===== config.mk =====
export PLATFORM = sky130hd
export DESIGN_NAME = burst_addr_seq
export DESIGN_NICKNAME = d
export VERILOG_FILES = /design/src/rtl/burst_addr_seq.sv
export SDC_FILE = /design/constraint.sdc
export NUM_CORES = 1
export LEC_CHECK = 0
export ABC_AREA = 1
export ABC_CLOCK_PERIOD_IN_PS = 2600
export CAP_MARGIN = 40
export CORE_MARGIN = 2
export CORE_UTILIZATION = 40
export DETAILED_ROUTE_END_ITERATION = 12
export GPL_ROUTABILITY_DRIVEN = 1
export PLACE_DENSITY = 0.83
export RECOVER_POWER = 50
export SLEW_MARGIN = 10
export SYNTH_ARGS = -nofsm -noshare
export SYNTH_HDL_FRONTEND = slang
export SYNTH_SLANG_ARGS = --single-unit

===== constraint.sdc =====
create_clock -name clk -period 2.6 [get_ports clk]
set_input_delay 0.52 -clock clk [delete_from_list [all_inputs] [get_ports clk]]
set_output_delay 0.52 -clock clk [all_outputs]
set_load 0.01 [all_outputs]

===== src/rtl/burst_addr_seq.sv =====
module burst_addr_seq #(
  parameter int AW = 20
) (
  input  logic          clk,
  input  logic          rst_n,
  input  logic [AW-1:0] addr_in,
  input  logic          ce,
  input  logic          strt_cpu,
  input  logic          strt_ctl,
  input  logic          adv,
  input  logic          order_il,
  output logic [AW-1:0] addr_out
);
  localparam int UW = AW - 2;

  logic [UW-1:0] upper_q;
  logic [1:0]    off_q;
  logic [1:0]    beat_q;
  logic          load;
  logic [1:0]    low;

  assign load = (strt_cpu && ce) || strt_ctl;

  always_ff @(posedge clk) begin
    if (!rst_n) begin
      upper_q <= '0;
      off_q   <= '0;
      beat_q  <= '0;
    end else if (load) begin
      upper_q <= addr_in[AW-1:2];
      off_q   <= addr_in[1:0];
      beat_q  <= '0;
    end else if (adv) begin
      beat_q  <= beat_q + 2'd1;
    end
  end

  assign low      = order_il ? (off_q ^ beat_q) : (off_q + beat_q);
  assign addr_out = {upper_q, low};
endmodule



; Word-level counts from Yosys, hierarchy flattened
; Cells that the tools add are included.
[word_totals]
reg_bits = 22
latchBits = 0
mem_bits_rw = 0
rom_bits = 0
inputBits = 27
out_inout_bits = 20
elab_cells = 11
n_memories = 0
[classes]
addsub = 2
multipliers = 0
div = 0
order_cmp = 0
n_eq_ne = 0
shift = 0
muxes = 1
n_bitwise = 2
reduce_logical = 3
[op_table]
columns = cell, count
row1 = $add 2x1->2 const B, 1
row2 = $add 2x2->2, 1
row3 = $mux 2, 1
row4 = $reduce_or 2->1, 1
row5 = $xor 2x2->2, 1
row6 = $logic_and 1x1->1, 1
row7 = $logic_or 1x1->1, 1
row8 = $not 1->1, 1

; Logic depth before layout (Yosys ltp)
[depth]
depth_word = 3
ltp_mapped = 6
ltp_nobuf = 6

; Worst setup path before layout
; Ideal clock, no wire load.
[synth_path]
path_type = input -> output
start = input order_il
end = output addr_out[1]
arrival_ps = 782
required_time_ps = 2080
setup_slack_ps = 1298
path_stages = 5
path_buffers = 0
path_cell_list = inv_1 nand2_1 nand3_1 nand2_1 inv_1
[synth_between]
elab_chain_cells = 1
[synth_rtl]
columns = item, line_no
row1 = from (decl), 11  ; input logic order_il,
row2 = $mux 2, 38  ; assign low = order_il ? (off_q ^ beat_q) : (off_q + beat_q);
row3 = to (decl), 12  ; output logic [AW-1:0] addr_out
; No other way between the ends.

; Worst setup path after layout
; Same ends and word-level chain as after synthesis.

==> run summary <==
outcome -> completed
hpwl dp -> 1740 um
cell count after synthesis -> 156
Reg2Reg Setup Slack -> 1.79 ns
Routability Congestion -> 0.678
critical path's largest stage delay -> 0.52 ns
crit path max fanout -> 2
Vias -> 1,065
CTS resizes -> 0
Setup crit start -> order_il
utilization after layout -> 60.7%
gr usage total -> 16.3%
Routed WL -> 2380 um
drt first pass iters -> 2
Mapped Nets -> 184
PortBufs -> 46
area of the core -> 0.00250 mm2
Power Internal -> 551 uW
commonest non-fill, non-tap cells in the layout -> clkdlybuf4s50_1, nand2_1, inv_1, nand3_1
DR vias/cell -> 4.69
drt wl/cell -> 10.5 um
Final Cell Area -> 0.00152 mm2
crit path capture -> addr_out[1]
htree depth -> 1
Netlist Area Pre-Place -> 0.00106 mm2
Clk Latency, worst-skew pair -> 0.30 ns
net switching power -> 193 uW
synthesized flop and latch total -> 22
post-CTS setup buffer count -> 0
CTS root buffer -> clkbuf_4
Mean Syn Cell Area -> 6.80 um2
crit share post-route -> 85.8%
layout cells sized above 1 -> 3.55%
Worst path slowest cell -> clkdlybuf4s50_1
CP endpoint kind -> output pin
initial core utilization -> 42.4%
Top Ports -> 47
commonest non-fill, non-tap cell in the layout -> clkdlybuf4s50_1
VDD IR max -> 0.296 mV
Sw Share -> 25.9%
sequential area share after synthesis -> 41.5%
initial antenna violation count -> 0
combinational share of power -> 24.5%
Syn. warnings -> 0
R2R Path End -> beat_q[1]
Clock Power Share -> 25.0%
ranking of synthesized cells by area -> dfxtp_1, nand3_1, nand2_1
final hold vios -> 0
leak pwr -> 0.000690 uW
Die Wd -> 55.5 um
Detailed Route Iter0 Violations -> 15
Row Count -> 18
CTS tree -> done
final worst slack -> 0.368 ns
Pwr per Cell Area -> 490 mW/mm2
crit start category -> input pin
Worst-Margin Slew -> 1.19 ns
clk sinks -> 22
endpoints failing setup -> 0
die height -> 55.5 um
DRC Markers -> 0
Hold Buf Count CTS -> 0
P&R area growth vs syn -> 43.0%
global route total overflow -> 0
max_slew headroom -> 20.3%
post-layout power -> 743 uW
Post-Route Setup TNS -> 0 ns
Longest Clk Path Bufs -> 2
Worst R2R Start -> beat_q[0]
Num CTS Buffers -> 3
CP cell instances -> clkdlybuf4s50_1, inv_1, nand2_1, nand3_1, nand2_1, inv_1, clkdlybuf4s50_1
largest net degree at the start of global routing -> 42
vias in the first global route -> 991
first-pass GRT wire length -> 4130 um
number of fill cells -> 249
Layout Nets -> 226
CP Data Required Time -> 2.08 ns
fmax -> 0.448 GHz
Post-DP Area -> 0.00149 mm2
RSZ-0062 raised after global routing -> false
Final Max Tran Viols -> 0
n_diodes -> 0
Worst-path clk slew -> 0.12 ns
Max-cap violations -> 0
sequential power share -> 50.5%
Antenna Nets Post-Route -> 0
final setup skew -> 0.000505 ns
critical path class -> in -> out
DP Worst Slack -> 0.361 ns
Tmin final -> 2.23 ns
Worst Hold Class -> reg -> reg
Hold Path Origin -> beat_q[1]
area leader, netlist -> dfxtp_1
Unique masters post-synth -> 15
Register-to-Register Path Depth -> 4
Synth top area share -> 41.5%
Worst EP arrival -> 1.71 ns
DIE AREA -> 0.00308 mm2
-- cells by family after synthesis --
family | count (synthesis) | synth area share [%]
AND/OR/NAND/NOR | 76 | 30.9
buffers and inverters | 36 | 16.2
flip-flops | 22 | 41.5
AO/OA/AOI/OAI | 21 | 10.3
adder cells (fa/ha/maj) | 1 | 1.18
-- critical path: cells and delay by family --
kind                   cells  cell delay [ns]
AND/OR/NAND/NOR            3             0.16
buffers and inverters      4             1.04
-- per-stage QoR --
stage	hold WS, ns	cells
finish	0.544	227
global route	0.566	227
CTS	0.552	227
detailed placement	0.531	223
global placement	0.496	223
floorplan	0.480	156
-- worst min path at each step --
stage,to,slack (ns),cells after the start
after floorplan,beat_q[1],0.48,2
after global placement,beat_q[1],0.50,2
after detailed placement,upper_q[2],0.53,4
after CTS,upper_q[2],0.55,4
after global routing,beat_q[1],0.57,2
final,beat_q[1],0.54,2
-- Yosys cell counts (all sizes together) --
library cell and count:
nand2 30, inv 26, nand3 23, dfxtp 22, nor2 22, a21oi 21, buf 10, ha 1
nor3 1
-- state kept, by name, indices dropped and copies added (netlist names) --
register / flops
beat_q: 2
off_q: 2
upper_q: 18
-- cell type report --
type	instances	area (um2)	share of cell area (%)
repair buffers	47	468	30.8
flip-flops and latches	22	440	29.0
multi-input cells	98	438	28.9
inverters	26	97.6	6.43
well taps	30	37.5	2.47
clock buffers	4	36.3	2.39
-- routing by layer --
metal | GRT usage (%) | share of wire, % | vias to the layer above
met3 | 2.11 | 3.1 | 4
met4 | 9.41 | 1.8 | 0
met1 | 17.6 | 40 | 476
li1 | - | - | 565
met2 | 30.1 | 55 | 20
met5 | 0 | 0 | -
-- power by group through the flow --
stage               clock network [uW]  registers (uW)  logic, uW
floorplan                            0             392       82.8
global placement                     0             381        180
detailed placement                   0             383        185
CTS                                197             376        186
global route                       204             379        203
finish                             186             376        182
Note: power is estimated with default switching activity, not from simulation.
